==> src/rtl/sll_pkg.sv <==
package sll_pkg;
   localparam int unsigned SEL_W   = 2;
   localparam int unsigned NUM_DST = 4;

   typedef enum logic [SEL_W-1:0] {
      DST_RCNT = 2'b00,
      DST_NCNT = 2'b01,
      DST_FUNC = 2'b10,
      DST_INIT = 2'b11
   } dst_e;
endpackage

==> src/rtl/sll_sync.sv <==
module sll_sync #(
   parameter int unsigned STAGES = 2
) (
   input  logic clk_i,
   input  logic rst_i,
   input  logic async_i,
   output logic level_o,
   output logic rise_o
);
   if (STAGES < 2) begin : g_bad_stages
      $error("sll_sync: STAGES must be at least 2");
   end

   logic [STAGES-1:0] chain_q;
   logic              last_q;

   always_ff @(posedge clk_i) begin
      if (rst_i) begin
         chain_q <= '0;
         last_q  <= 1'b0;
      end else begin
         chain_q <= {chain_q[STAGES-2:0], async_i};
         last_q  <= chain_q[STAGES-1];
      end
   end

   assign level_o = chain_q[STAGES-1];
   assign rise_o  = chain_q[STAGES-1] & ~last_q;
endmodule

==> src/rtl/sll_shift.sv <==
module sll_shift #(
   parameter int unsigned WORD_W = 21
) (
   input  logic              clk_i,
   input  logic              rst_i,
   input  logic              shift_en_i,
   input  logic              bit_i,
   output logic [WORD_W-1:0] word_o
);
   if (WORD_W < 3) begin : g_bad_width
      $error("sll_shift: WORD_W must be at least 3");
   end

   logic [WORD_W-1:0] sr_q;

   always_ff @(posedge clk_i) begin
      if (rst_i) begin
         sr_q <= '0;
      end else if (shift_en_i) begin
         sr_q <= {sr_q[WORD_W-2:0], bit_i};
      end
   end

   assign word_o = sr_q;
endmodule

==> src/rtl/sll_bank.sv <==
module sll_bank
   import sll_pkg::*;
#(
   parameter int unsigned WORD_W       = 21,
   parameter int unsigned R_W          = 14,
   parameter int unsigned A_W          = 5,
   parameter int unsigned B_W          = 13,
   parameter bit          INIT_TO_FUNC = 1'b1
) (
   input  logic                   clk_i,
   input  logic                   rst_i,
   input  logic                   load_en_i,
   input  logic [WORD_W-1:0]      word_i,
   output logic [R_W-1:0]         r_o,
   output logic [A_W-1:0]         a_o,
   output logic [B_W-1:0]         b_o,
   output logic [WORD_W-SEL_W-1:0] func_o,
   output logic [WORD_W-SEL_W-1:0] init_o,
   output logic [NUM_DST-1:0]     strb_o
);
   localparam int unsigned PAY_W = WORD_W - SEL_W;
   localparam int unsigned A_LSB = SEL_W;
   localparam int unsigned B_LSB = A_LSB + A_W;

   if (R_W > PAY_W) begin : g_bad_r
      $error("sll_bank: R_W exceeds payload width");
   end
   if (A_W + B_W > PAY_W) begin : g_bad_n
      $error("sll_bank: A_W + B_W exceeds payload width");
   end

   dst_e             code;
   logic [PAY_W-1:0] payload;
   logic             we_r, we_n, we_f, we_i, we_func_any;

   assign code    = dst_e'(word_i[SEL_W-1:0]);
   assign payload = word_i[WORD_W-1:SEL_W];

   assign we_r = load_en_i && (code == DST_RCNT);
   assign we_n = load_en_i && (code == DST_NCNT);
   assign we_f = load_en_i && (code == DST_FUNC);
   assign we_i = load_en_i && (code == DST_INIT);

   if (INIT_TO_FUNC) begin : g_init_copies
      assign we_func_any = we_f | we_i;
   end else begin : g_init_separate
      assign we_func_any = we_f;
   end

   logic [R_W-1:0]     r_q;
   logic [A_W-1:0]     a_q;
   logic [B_W-1:0]     b_q;
   logic [PAY_W-1:0]   f_q, i_q;
   logic [NUM_DST-1:0] strb_q;

   always_ff @(posedge clk_i) begin
      if (rst_i) begin
         r_q    <= '0;
         a_q    <= '0;
         b_q    <= '0;
         f_q    <= '0;
         i_q    <= '0;
         strb_q <= '0;
      end else begin
         if (we_r)        r_q <= payload[R_W-1:0];
         if (we_n) begin
            a_q <= word_i[A_LSB +: A_W];
            b_q <= word_i[B_LSB +: B_W];
         end
         if (we_func_any) f_q <= payload;
         if (we_i)        i_q <= payload;
         strb_q <= load_en_i ? (NUM_DST'(1) << word_i[SEL_W-1:0]) : '0;
      end
   end

   assign r_o    = r_q;
   assign a_o    = a_q;
   assign b_o    = b_q;
   assign func_o = f_q;
   assign init_o = i_q;
   assign strb_o = strb_q;
endmodule

==> src/rtl/serial_latch_loader.sv <==
module serial_latch_loader
   import sll_pkg::*;
#(
   parameter int unsigned WORD_W       = 21,
   parameter int unsigned R_W          = 14,
   parameter int unsigned A_W          = 5,
   parameter int unsigned B_W          = 13,
   parameter int unsigned SYNC_STAGES  = 2,
   parameter bit          INIT_TO_FUNC = 1'b1
) (
   input  logic                    clk_i,
   input  logic                    rst_i,
   input  logic                    sclk_i,
   input  logic                    sdata_i,
   input  logic                    load_i,
   output logic [R_W-1:0]          r_val_o,
   output logic [A_W-1:0]          n_a_o,
   output logic [B_W-1:0]          n_b_o,
   output logic [WORD_W-SEL_W-1:0] func_o,
   output logic [WORD_W-SEL_W-1:0] init_o,
   output logic [NUM_DST-1:0]      wr_strb_o
);
   localparam int unsigned N_IN   = 3;
   localparam int unsigned IX_CLK = 0;
   localparam int unsigned IX_DAT = 1;
   localparam int unsigned IX_LD  = 2;

   logic [N_IN-1:0] raw_in, lvl, rise;
   logic [WORD_W-1:0] sr_word;
   logic load_rise;

   assign raw_in = {load_i, sdata_i, sclk_i};

   for (genvar g = 0; g < N_IN; g++) begin : g_sync
      sll_sync #(.STAGES(SYNC_STAGES)) u_sync (
         .clk_i  (clk_i),
         .rst_i  (rst_i),
         .async_i(raw_in[g]),
         .level_o(lvl[g]),
         .rise_o (rise[g])
      );
   end

   assign load_rise = rise[IX_LD];

   sll_shift #(.WORD_W(WORD_W)) u_shift (
      .clk_i     (clk_i),
      .rst_i     (rst_i),
      .shift_en_i(rise[IX_CLK]),
      .bit_i     (lvl[IX_DAT]),
      .word_o    (sr_word)
   );

   sll_bank #(
      .WORD_W      (WORD_W),
      .R_W         (R_W),
      .A_W         (A_W),
      .B_W         (B_W),
      .INIT_TO_FUNC(INIT_TO_FUNC)
   ) u_bank (
      .clk_i    (clk_i),
      .rst_i    (rst_i),
      .load_en_i(load_rise),
      .word_i   (sr_word),
      .r_o      (r_val_o),
      .a_o      (n_a_o),
      .b_o      (n_b_o),
      .func_o   (func_o),
      .init_o   (init_o),
      .strb_o   (wr_strb_o)
   );

   logic unused_lvl;
   assign unused_lvl = lvl[IX_CLK] ^ lvl[IX_LD] ^ rise[IX_DAT];
endmodule

==> config.mk <==
export PLATFORM = sky130hd
export DESIGN_NAME = serial_latch_loader
export DESIGN_NICKNAME = d
export VERILOG_FILES = /design/src/rtl/sll_pkg.sv /design/src/rtl/sll_sync.sv /design/src/rtl/sll_shift.sv /design/src/rtl/sll_bank.sv /design/src/rtl/serial_latch_loader.sv
export SDC_FILE = /design/constraint.sdc
export NUM_CORES = 1
export LEC_CHECK = 0
export ABC_AREA = 1
export ABC_CLOCK_PERIOD_IN_PS = 1800
export BUFFER_PORTS_ARGS = -buffer_cell sky130_fd_sc_hd__buf_2
export CAP_MARGIN = 5
export CORE_AREA = 4 4 86 88
export CTS_BUF_LIST = sky130_fd_sc_hd__clkbuf_2
export CTS_CLUSTER_SIZE = 14
export DETAILED_ROUTE_END_ITERATION = 8
export DIE_AREA = 0 0 90 92
export PLACE_DENSITY = 0.89
export SLEW_MARGIN = 20
export SYNTH_ARGS = -nofsm -noshare
export SYNTH_HDL_FRONTEND = slang
export SYNTH_SLANG_ARGS = --single-unit
==> constraint.sdc <==
create_clock -name clk_i -period 1.8 [get_ports clk_i]
set_input_delay 0.27 -clock clk_i [delete_from_list [all_inputs] [get_ports clk_i]]
set_output_delay 0.27 -clock clk_i [all_outputs]
set_load 0.05 [all_outputs]
==> results of run 1 <==
## timing repair
action | 4_1_cts | 5_1_grt
setup endpoints to repair | 0 | 0
hold buffers | 3 | 1
endpoints found under the hold margin | 3 | 2
## path summary, 6_finish.rpt
check	from	endpoint	slack [ps]	cells after the start
worst min register to register	g_sync[2].u_sync.chain_q[0]	g_sync[2].u_sync.chain_q[1]	420	2
worst max register to register	u_shift.word_o[0]	u_bank.a_o[0]	280	5
worst min-delay path	g_sync[2].u_sync.chain_q[0]	g_sync[2].u_sync.chain_q[1]	420	2
worst max-delay path	u_shift.word_o[0]	u_bank.a_o[0]	280	5
## power groups by stage
stage,Combinational [uW],Sequential (uW),Clock [uW]
after CTS,383,2390,1060
after floorplan,221,2510,0
final,386,2390,1030
after global routing,429,2400,1150
after detailed placement,377,2440,0
after global placement,366,2430,0
## routing by layer
layer  vias up  track usage [%]  wire, um
met5         -                0         0
met4         0             6.63       117
met3        12             5.50       608
met2       145             35.0      4050
met1      1626             28.4      3970
li1       1827                -         -
## flip-flops by register name (all words and copies together), names as in the netlist
| signal | cells |
|---|---|
| u_bank.init_o | 19 |
| u_shift.word_o | 21 |
| u_bank.strb_o | 4 |
| u_bank.r_o | 14 |
| u_bank.func_o | 19 |
| g_sync.u_sync.last_q | 2 |
| u_bank.a_o | 5 |
| g_sync.u_sync.chain_q | 6 |
| u_bank.b_o | 13 |
## cells by family after synthesis
logic type	share of synthesized area, %
and+or+nand+nor	32.0
DFF	51.5
buffers and inverters	9.82
AOI/OAI and AO/OA	6.63
## through the flow
step	power, uW	instances	instance area (um^2)
2_1_floorplan	2730	554	4000
3_3_place_gp	2800	684	4360
3_5_place_dp	2810	684	4360
4_1_cts	3830	703	4500
5_1_grt	3980	704	4510
6_report	3820	704	4510
## area by class of cell
class                   instances  area share [%]
clock buffers                   9           0.998
clock inverters                 7            1.41
inverters                      52            4.38
multi-input cells             364            34.3
flip-flops and latches        103            45.7
well taps                      80            2.22
repair buffers                 89            11.0
## critical path, delay by kind of cell, from the launching register on
family / cells / cell delay (ps)
buffers and inverters: 1 / 430
DFF: 1 / 590
and+or+nand+nor: 4 / 450
## synth_stat cells (all sizes together)
master	n	share of area, %
nor2	162	16
inv	52	4.9
nand3	52	6.5
nand2	93	9.0
dfxtp	103	52
nor4	2	0.31
buf	26	4.0
a21oi	32	4.0
nor3	2	0.25
clkbuf	9	0.84
o21ai	21	2.6
==> out/metrics.yaml, run 1 <==
power_and_ir_drop:
  p_int_uw: 2760
  combPwrFrac_pct: 10.1
  switchingPower_uw: 1060
  leakage_uw: 0.00227
  ir_drop_v: 0.000524
  netSwitchingFraction_pct: 27.7
  p_clk_share_pct: 27.1
  powerDensity_mw_per_mm2: 845
  power_frac_seq_pct: 62.8
route:
  via_per_inst: 5.13
  drt_iter0_drc: 254
  wl_um: 8740
  dr_total_vias: 3610
  first_pass_iters: 8
  route.detailed.drc: 0
  ant_nets: 0
  post_drt_wl_per_cell_um: 12.4
global_route:
  grt_pass1_wl_um: 14800
  first_global_vias: 3204
  grtUsageTotal_pct: 21.6
  antenna_found_initial: 0
  grt_max_degree: 50
  grt_overflow: 0
finish:
  seqCellArea_mm2: 0.00206
  nFillCells: 560
  layout-drive-gt1-share_pct: 17.6
  fin_util_pct: 67.9
  diodes: 0
  syn_to_final_growth_pct: 12.8
  final_nets: 624
  layout_common_cells: "nor2_1, dfxtp_1, nand2_1, buf_2, nand3_1"
  final_common_cell: "nor2_1"
  multi_input_area_mm2: 0.00155
worst_setup_path:
  arrival_ps: 1980
  critical-path-max-stage-delay_ps: 590
  end_kind: "flop"
  worstPathMaxFanout: 36
  timing.critical_path.cells: "nand2_1 -> inv_2 -> nand3_1 -> nand2_1 -> nor2_1"
  cpMostUsedCell: "nand2_1"
  cp.required_ps: 2260
  crit_type: "flop to flop"
  cp_slowest_cell: "dfxtp_1"
  startpoint_type: "flop"
flow_run:
  drv_cap: 0
cts:
  cts_tree: "built"
  ctsRootBufferMaster: "clkbuf_2"
  clock_sinks: 103
  post_cts_resized: 0
  cts_buffer_depth: 2
  htreeDepth: 3
  clk_latency_ps: 550
  cts_buffers: 9
  clk_pin_slew_worst_paths_ps: 230
  cts_setup_buffers: 0
timing:
  slew_headroom_pct: 57.6
  tightest_slew_ps: 636
  hold_violations: 0
  finalSetupViolCount: 0
  whs_ps: 418
  final.setup.tns_ps: 0
  slew_viol_final: 0
  rsz0062_at_grt: "no"
  finalClockSkew_ps: 30.8
  fmax_ghz: 0.656
  period_needed_ps: 1520
  postLayoutSetupSlackWorst_ps: 276
  min_period_over_period_pct: 84.7
floorplan:
  die-area_mm2: 0.00828
  start_util_pct: 60.2
  fp-row-count: 30
  ios: 79
  die_h_um: 92
  core-area_mm2: 0.00664
  fp.dieW_um: 90
placement:
  gp_congestion: 0.818
  port_buffers: 78
  dp_slack_ps: 310
  hpwl_um: 5960
synth:
  synth_warnings: 0
  yosysSeqAreaShare_pct: 51.5
  avgSynthCellArea_um2: 7.22
  synth_cell_types: 20
  ys_ff_latch: 103
  synth_area_mm2: 0.00400
  syn-num-nets: 559
  syn_inst: 554
status:
  status: "completed"
min_path:
  hold_path.class: "flop to flop"
No activity file was read; power rests on OpenSTA's default activity.
==> inputs of run 2 (changes only) <==
--- a/config.mk
+++ b/config.mk
@@ -5,16 +5,16 @@
 export SDC_FILE = /design/constraint.sdc
 export NUM_CORES = 1
 export LEC_CHECK = 0
-export ABC_AREA = 1
-export ABC_CLOCK_PERIOD_IN_PS = 1800
+export ABC_AREA = 0
+export ABC_CLOCK_PERIOD_IN_PS = 1250
 export BUFFER_PORTS_ARGS = -buffer_cell sky130_fd_sc_hd__buf_2
 export CAP_MARGIN = 5
-export CORE_AREA = 4 4 86 88
+export CORE_AREA = 4 4 90 92
 export CTS_BUF_LIST = sky130_fd_sc_hd__clkbuf_2
 export CTS_CLUSTER_SIZE = 14
 export DETAILED_ROUTE_END_ITERATION = 8
-export DIE_AREA = 0 0 90 92
-export PLACE_DENSITY = 0.89
+export DIE_AREA = 0 0 94 96
+export PLACE_DENSITY = 0.79
 export SLEW_MARGIN = 20
 export SYNTH_ARGS = -nofsm -noshare
 export SYNTH_HDL_FRONTEND = slang
==> constraint.sdc (replaced) <==
create_clock -name clk_i -period 1.25 [get_ports clk_i]
set_input_delay 0.1875 -clock clk_i [delete_from_list [all_inputs] [get_ports clk_i]]
set_output_delay 0.1875 -clock clk_i [all_outputs]
set_load 0.05 [all_outputs]
==> run 2 against run 1 <==
The flow now finishes with violations (negative setup slack). Sequential cell count is the same. Cell area grew 27%. Non-clock buffer count grew 43. Clock power grew 69%. Count of clock-buffer cells in the layout is the same. Worst setup slack lost 410 ps. Via count shrank 2.2%. Clock skew grew 2.9 ps. Combinational power shrank 45%. Area after synthesis shrank 10%. Sequential share of layout area shrank 7.9 points.
==> out/metrics.yaml, run 2 <==
timing:
  slew_viol_final: 0  # unchanged
  hold_violations: 0  # unchanged
  finalSetupViolCount: 110  # was 0
  finalClockSkew_ps: 33.7  # was 30.8 ps
  postLayoutSetupSlackWorst_ps: -138  # was 276 ps
  rsz0062_at_grt: "yes"  # was no
  fmax_ghz: 0.721
  final.setup.tns_ps: -8940  # was 0 ps
  tightest_slew_ps: 341  # was 636 ps
  slew_headroom_pct: 77.2  # was 57.6%
  period_needed_ps: 1390
  min_period_over_period_pct: 111
  whs_ps: 461  # was 418 ps
floorplan:
  fp-row-count: 31  # was 30
  fp.dieW_um: 94  # was 90 um
  core-area_mm2: 0.00721  # was 0.00664 mm^2
  start_util_pct: 49.9  # was 60.2%
  ios: 79  # unchanged
  die_h_um: 96  # was 92 um
  die-area_mm2: 0.00902  # was 0.00828 mm^2
synth:
  synth-edff-count: 0  # unchanged
  synth_cell_types: 22  # was 20
  synth_ff_type: "dfxtp_1"  # unchanged
  synth_most_common_cell: "nand2_1"  # was nor2_1
  avgSynthCellArea_um2: 8.38  # was 7.22 um^2
  syn-num-nets: 435  # was 559
  synth_warnings: 0  # unchanged
  yosys.area_share.simple_pct: 24.5  # was 32.0%
  synth_area_leaders: "dfxtp_1, nand2_1, a21oi_1, a21oi_2, clkbuf_1"  # was dfxtp_1, nor2_1, nand2_1, nand3_1, inv_1
  yosysSeqAreaShare_pct: 57.2  # was 51.5%
  synth-async-reset-ratio_pct: 0  # unchanged
  synth_area_mm2: 0.00360  # was 0.00400 mm^2
  ys_ff_latch: 103  # unchanged
  synthAdderAreaFrac_pct: 0  # unchanged
  synth_compound_area_share_pct: 13.6  # was 6.63%
  yosysTopAreaCell: "dfxtp_1"  # unchanged
  syn_inst: 430  # was 554
  synth_xor_area_share_pct: 0  # unchanged
  synth_top_area_share_pct: 57.2  # was 51.5%
  synth_mux_area_share_pct: 0  # unchanged
  ys_top_cells_by_count: "nand2_1, dfxtp_1, a21oi_1, clkbuf_1"  # was nor2_1, dfxtp_1, nand2_1, nand3_1, inv_1
  synth_top_family_by_area: "simple AND/OR/NAND/NOR gates"  # unchanged
power_and_ir_drop:
  combPwrFrac_pct: 4.1  # was 10.1%
  netSwitchingFraction_pct: 25.8  # was 27.7%
  powerDensity_mw_per_mm2: 913  # was 845 mW/mm^2
  p_clk_share_pct: 33.2  # was 27.1%
  switchingPower_uw: 1350  # was 1060 uW
  power_frac_seq_pct: 62.7  # was 62.8%
  p_int_uw: 3900  # was 2760 uW
  leakage_uw: 0.00216  # was 0.00227 uW
  ir_drop_v: 0.000569  # was 0.000524 V
global_route:
  first_global_vias: 3256  # was 3,204
  grt_overflow: 0  # unchanged
  grtUsageTotal_pct: 23.5  # was 21.6%
  grt_max_degree: 32  # was 50
  grt.met1_usage_pct: 27.5  # was 28.4%
  antenna_found_initial: 0  # unchanged
  use_met3_pct: 4.93  # was 5.50%
  grt_pass1_wl_um: 16500  # was 14,800 um
  grt_busiest_layer: "met2"  # unchanged
  use_met2_pct: 41.3  # was 35.0%
finish:
  syn_to_final_growth_pct: 59.7  # was 12.8%
  largest_register_ffs: 21  # unchanged
  fin_util_pct: 79.7  # was 67.9%
  layout_common_cells: "nand2_1, dfxtp_2, buf_8, a21oi_1, a21oi_2"  # was nor2_1, dfxtp_1, nand2_1, buf_2, nand3_1
  nFillCells: 384  # was 560
  final_nets: 546  # was 624
  final_common_cell: "nand2_1"  # was nor2_1
  diodes: 0  # unchanged
  seqCellArea_mm2: 0.00218  # was 0.00206 mm^2
  layout-drive-gt1-share_pct: 51.8  # was 17.6%
  multi_input_area_mm2: 0.00161  # was 0.00155 mm^2
cts:
  cts_tree: "built"  # unchanged
  htreeDepth: 3  # unchanged
  clk_latency_ps: 600  # was 550 ps
  clock_sinks: 103  # unchanged
  cts_buffer_depth: 2  # unchanged
  clk_pin_slew_worst_paths_ps: 320  # was 230 ps
  ctsRootBufferMaster: "clkbuf_2"  # unchanged
  cts_buffers: 9  # unchanged
placement:
  port_buffers: 78  # unchanged
  hpwl_um: 5750  # was 5960 um
  gp_congestion: 0.758  # was 0.818
route:
  wl_um: 11900  # was 8740 um
  first_pass_iters: 5  # was 8
  drt_iter0_drc: 348  # was 254
  route.detailed.drc: 0  # unchanged
  ant_nets: 0  # unchanged
  via_per_inst: 5.47  # was 5.13
  post_drt_wl_per_cell_um: 18.4  # was 12.4 um
  dr_total_vias: 3530  # was 3,610
worst_setup_path:
  worstPathMaxFanout: 2  # was 36
  critical-path-max-stage-delay_ps: 440  # was 590 ps
  critical_path.startpoint: "u_bank.b_o[3]"  # was u_shift.word_o[0]
  cp_slowest_cell: "dfxtp_2"  # was dfxtp_1
  r2r_start: "u_shift.word_o[1]"  # was u_shift.word_o[0]
  reg2reg_depth: 4  # was 5
  end_kind: "primary output"  # was flop
  timing.critical_path.buf_inv: 1  # unchanged
  arrival_ps: 1200  # was 1980 ps
  crit_type: "flop to primary output"  # was flop to flop
  r2r_end: "u_bank.r_o[7]"  # was u_bank.a_o[0]
  startpoint_type: "flop"  # unchanged
  cp.required_ps: 1060  # was 2260 ps
  reg2reg_slack_ps: -100  # was 280 ps
  timing.critical_path.cells: "buf_8"  # was nand2_1 -> inv_2 -> nand3_1 -> nand2_1 -> nor2_1
  crit_family: "flip-flops"  # unchanged
status:
  failed_checks: "negative setup slack"
  status: "finished with violations"  # was completed
min_path:
  min_path_cells: 2  # unchanged
  hold_path.class: "flop to flop"  # unchanged
  hp-start: "g_sync[1].u_sync.chain_q[1]"  # was g_sync[2].u_sync.chain_q[0]
  hold_end: "u_shift.word_o[0]"  # was g_sync[2].u_sync.chain_q[1]
flow_run:
  drv_cap: 0  # unchanged
[run 2: cell count changes after synthesis, sizes merged, moves of 13 or more]
cell / delta
nor2: -159
buf: -13
nand3: -52
o21ai: -21
nand2: +89
inv: -52
a21oi: +59
[run 2: repair_timing]
action | in CTS | in global routing
pin swaps | 0 | 27
resized for setup | 281 | 88
setup buffers | 17 | 5
endpoints found under the setup margin | 94 | 113
hold endpoints to repair | 21 | 0
cloned | 0 | 5
hold buffers | 7 | 0
[run 2: worst max-delay path by stage]
stage                     endpoint  slack [ps]  cells past startpoint
floorplan           u_bank.r_o[10]        -220                      6
global placement     u_bank.r_o[2]         -20                      4
detailed placement   u_bank.r_o[3]         -50                      4
CTS                     init_o[16]        -110                      1
global route            init_o[16]        -200                      1
finish                    n_b_o[3]        -140                      1
[run 2: logic make-up (layout without fill, tap and decap cells)]
| group | count (synthesis) | after routing |
|---|---|---|
| buf+inv | 32 | 148 |
| simple gates | 204 | 204 |
| compound gates | 91 | 91 |
| flops | 103 | 103 |
[run 2: stage by stage]
step | area (um^2) | instances | setup WS, ps | total power [uW]
global route | 5750 | 645 | -199 | 5400
finish | 5750 | 645 | -138 | 5250
global placement | 4200 | 595 | -20.7 | 3520
detailed placement | 4200 | 595 | -49.6 | 3520
floorplan | 3600 | 430 | -219 | 3470
CTS | 5310 | 635 | -110 | 5180
[run 2: layer usage]
layer	routed length (um)	up-vias	share of wire [%]
met1	4490	1685	38
met2	6100	193	51
met4	476	0	4.0
li1	-	1610	-
met3	824	42	6.9
met5	0	-	0
[run 2: final cells by class]
type	count	area share, %
Clock buffer	9	0.783
Clock inverter	7	1.57
Multi-Input combinational cell	295	27.9
Sequential cell	103	37.8
Tap cell	99	2.15
Timing Repair Buffer	132	29.7
[run 2: power by group through the flow]
| stage | clock network, uW | logic, uW | registers [uW] |
|---|---|---|---|
| 3_3_place_gp | 0 | 145 | 3370 |
| 4_1_cts | 1710 | 169 | 3310 |
| 6_report | 1740 | 213 | 3290 |
| 5_1_grt | 1880 | 226 | 3300 |
| 3_5_place_dp | 0 | 149 | 3370 |
| 2_1_floorplan | 0 | 94.0 | 3380 |
==> inputs of run 3 (changes only) <==
--- a/config.mk
+++ b/config.mk
@@ -10,7 +10,7 @@
 export BUFFER_PORTS_ARGS = -buffer_cell sky130_fd_sc_hd__buf_2
 export CAP_MARGIN = 5
 export CORE_AREA = 4 4 90 92
-export CTS_BUF_LIST = sky130_fd_sc_hd__clkbuf_2
+export CTS_BUF_LIST = sky130_fd_sc_hd__clkbuf_4
 export CTS_CLUSTER_SIZE = 14
 export DETAILED_ROUTE_END_ITERATION = 8
 export DIE_AREA = 0 0 94 96
==> run 3 against run 2 <==
The flow still finishes with violations (negative setup slack). Critical path type is now flop to flop. Highest routed layer unchanged. Final cell count decreased by 4.0%. First-iteration DRC count decreased by 43%. Combinational power decreased by 18%.
==> out/metrics.yaml, run 3 (same netlist as run 2, synthesis figures left out) <==
cts:
  ctsRootBufferMaster: "clkbuf_4"  # was clkbuf_2
  cts_buffers: 9  # unchanged
  cts_tree: "built"  # unchanged
  clk_latency_ps: 460  # was 600 ps
  htreeDepth: 3  # unchanged
  clk_pin_slew_worst_paths_ps: 170  # was 320 ps
  clock_sinks: 103  # unchanged
  cts_buffer_depth: 2  # unchanged
status:
  status: "finished with violations"  # unchanged
  failed_checks: "negative setup slack"  # unchanged
route:
  wl_met2_um: 4850  # was 6100 um
  via_per_inst: 5.30  # was 5.47
  route.detailed.drc: 0  # unchanged
  route.met3.wl_um: 567  # was 824 um
  wl_um: 9820  # was 11,900 um
  dr_total_vias: 3281  # was 3,530
  first_pass_iters: 5  # unchanged
  met1Wirelength_um: 4080  # was 4490 um
  ant_nets: 0  # unchanged
  drt_iter0_drc: 197  # was 348
  post_drt_wl_per_cell_um: 15.9  # was 18.4 um
  highest_layer: "met4"  # unchanged
finish:
  syn_to_final_growth_pct: 42.0  # was 59.7%
  diodes: 0  # unchanged
  layout-drive-gt1-share_pct: 42.5  # was 51.8%
  final_common_cell: "nand2_1"  # unchanged
  largest_register_ffs: 21  # unchanged
  final_nets: 520  # was 546
  layout_common_cells: "nand2_1, buf_6, a21oi_1, dfxtp_1, dfxtp_2"  # was nand2_1, dfxtp_2, buf_8, a21oi_1, a21oi_2
timing:
  tightest_slew_ps: 338  # was 341 ps
  finalClockSkew_ps: 17.7  # was 33.7 ps
  finalSetupViolCount: 32  # was 110
  slew_headroom_pct: 77.5  # was 77.2%
  fmax_ghz: 0.749  # was 0.721 GHz
  min_period_over_period_pct: 107  # was 111%
  slew_viol_final: 0  # unchanged
  period_needed_ps: 1340  # was 1390 ps
  postLayoutSetupSlackWorst_ps: -85.3  # was -138 ps
  hold_violations: 0  # unchanged
  rsz0062_at_grt: "yes"  # unchanged
power_and_ir_drop:
  p_int_uw: 4020  # was 3900 uW
  powerDensity_mw_per_mm2: 1030  # was 913 mW/mm^2
  p_total_uw: 5290  # was 5250 uW
  netSwitchingFraction_pct: 24.0  # was 25.8%
  switchingPower_uw: 1270  # was 1350 uW
  power_frac_seq_pct: 62.3  # was 62.7%
  ir_drop_v: 0.000525  # was 0.000569 V
  leakage_uw: 0.00192  # was 0.00216 uW
  combPwrFrac_pct: 3.3  # was 4.1%
  p_clk_share_pct: 34.4  # was 33.2%
floorplan:
  fp-row-count: 31  # unchanged
  die-area_mm2: 0.00902  # unchanged
  ios: 79  # unchanged
  die_h_um: 96  # unchanged
  start_util_pct: 49.9  # unchanged
  fp.dieW_um: 94  # unchanged
  core-area_mm2: 0.00721  # unchanged
worst_setup_path:
  crit_type: "flop to flop"  # was flop to primary output
  r2r_end: "u_bank.b_o[5]"  # was u_bank.r_o[7]
  critical-path-max-stage-delay_ps: 390  # was 440 ps
  end_kind: "flop"  # was primary output
  worstPathMaxFanout: 9  # was 2
  cp_slowest_cell: "and4bb_4"  # was dfxtp_2
  timing.critical_path.buf_inv: 2  # was 1
  crit_family: "simple AND/OR/NAND/NOR gates"  # was flip-flops
  arrival_ps: 1730  # was 1200 ps
  r2r_start: "g_sync[2].u_sync.last_q"  # was u_shift.word_o[1]
  startpoint_type: "flop"  # unchanged
  reg2reg_depth: 5  # was 4
  timing.critical_path.cells: "buf_6 -> and4bb_4 -> clkbuf_16 -> nand2_1 -> a21oi_1"  # was buf_8
  reg2reg_slack_ps: -90  # was -100 ps
  cp.required_ps: 1650  # was 1060 ps
placement:
  dp_slack_ps: -49.6  # unchanged
  hpwl_um: 5750  # unchanged
  port_buffers: 78  # unchanged
  gp_congestion: 0.758  # unchanged
min_path:
  hold_end: "u_bank.r_o[4]"  # was u_shift.word_o[0]
  hp-start: "rst_i"  # was g_sync[1].u_sync.chain_q[1]
  hold_path.class: "input pin to flop"  # was flop to flop
  min_path_cells: 2  # unchanged
global_route:
  grt_max_degree: 32  # unchanged
  grt_overflow: 0  # unchanged
  grtUsageTotal_pct: 20.2  # was 23.5%
  first_global_vias: 2917  # was 3,256
  grt_pass1_wl_um: 14100  # was 16,500 um
  antenna_found_initial: 0  # unchanged
flow_run:
  drv_cap: 0  # unchanged
## run 3: cell count changes in the layout (fill, tap and decap cells not counted), sizes merged
cell	previous run	this run
dlygate4sd3	7	3
clkbuf	12	14
buf	122	98
## run 3: stage by stage
step | instance area [um^2] | TNS (ps) | util, % | cells | hold WS [ps]
floorplan | 3600 | -2420 | - | 430 | 316
CTS | 4610 | -435 | 63.9 | 614 | 78.2
global placement | 4200 | -90.6 | 58.2 | 595 | 393
detailed placement | 4200 | -465 | 58.2 | 595 | 399
finish | 5110 | -1100 | 70.9 | 619 | 101
global route | 5110 | -2320 | 70.9 | 619 | 96.7
## run 3: worst max-delay path by stage
stage | from | to | slack (ps) | cells past startpoint
floorplan | u_shift.word_o[0] | u_bank.r_o[10] | -220 | 6
global placement | u_shift.word_o[0] | u_bank.r_o[2] | -20 | 4
detailed placement | u_shift.word_o[0] | u_bank.r_o[3] | -50 | 4
CTS | u_shift.word_o[0] | u_bank.r_o[3] | -50 | 4
global route | g_sync[2].u_sync.last_q | u_bank.a_o[4] | -130 | 5
finish | g_sync[2].u_sync.last_q | u_bank.b_o[5] | -90 | 5
## run 3: repair_timing
item,4_1_cts,5_1_grt
setup buffers,0,2
endpoints found under the setup margin,87,110
gates resized for setup,84,155
gates cloned,0,3
pin swaps,0,11
hold buffers,3,0
endpoints found under the hold margin,3,0
## run 3: final cells by class
cell class | instances | area [um^2]
clock buffers | 9 | 67.6
clock inverters | 7 | 90.1
fillers | 497 | 2100
multi-input cells | 295 | 1490
flip-flops and latches | 103 | 2130
well taps | 99 | 124
repair buffers | 106 | 1210
## run 3: worst reg2reg max path, cell delays in order (launching register included)
cell and delay (ps):
dfxtp_2 360, buf_6 120, and4bb_4 400, clkbuf_16 180, nand2_1 60, a21oi_1 170
## run 3: power by group through the flow
stage | clock network, uW | registers (uW) | logic [uW]
detailed placement | 0 | 3370 | 149
finish | 1820 | 3300 | 175
global route | 2000 | 3300 | 187
floorplan | 0 | 3380 | 94.0
CTS | 1860 | 3300 | 159
global placement | 0 | 3370 | 145
## run 3: per-layer routing
| metal | up-vias | global-route usage (%) |
|---|---|---|
| met4 | 0 | 8.06 |
| met2 | 146 | 32.8 |
| met1 | 1544 | 25.5 |
| met5 | - | 0 |
| li1 | 1561 | - |
| met3 | 30 | 5.55 |
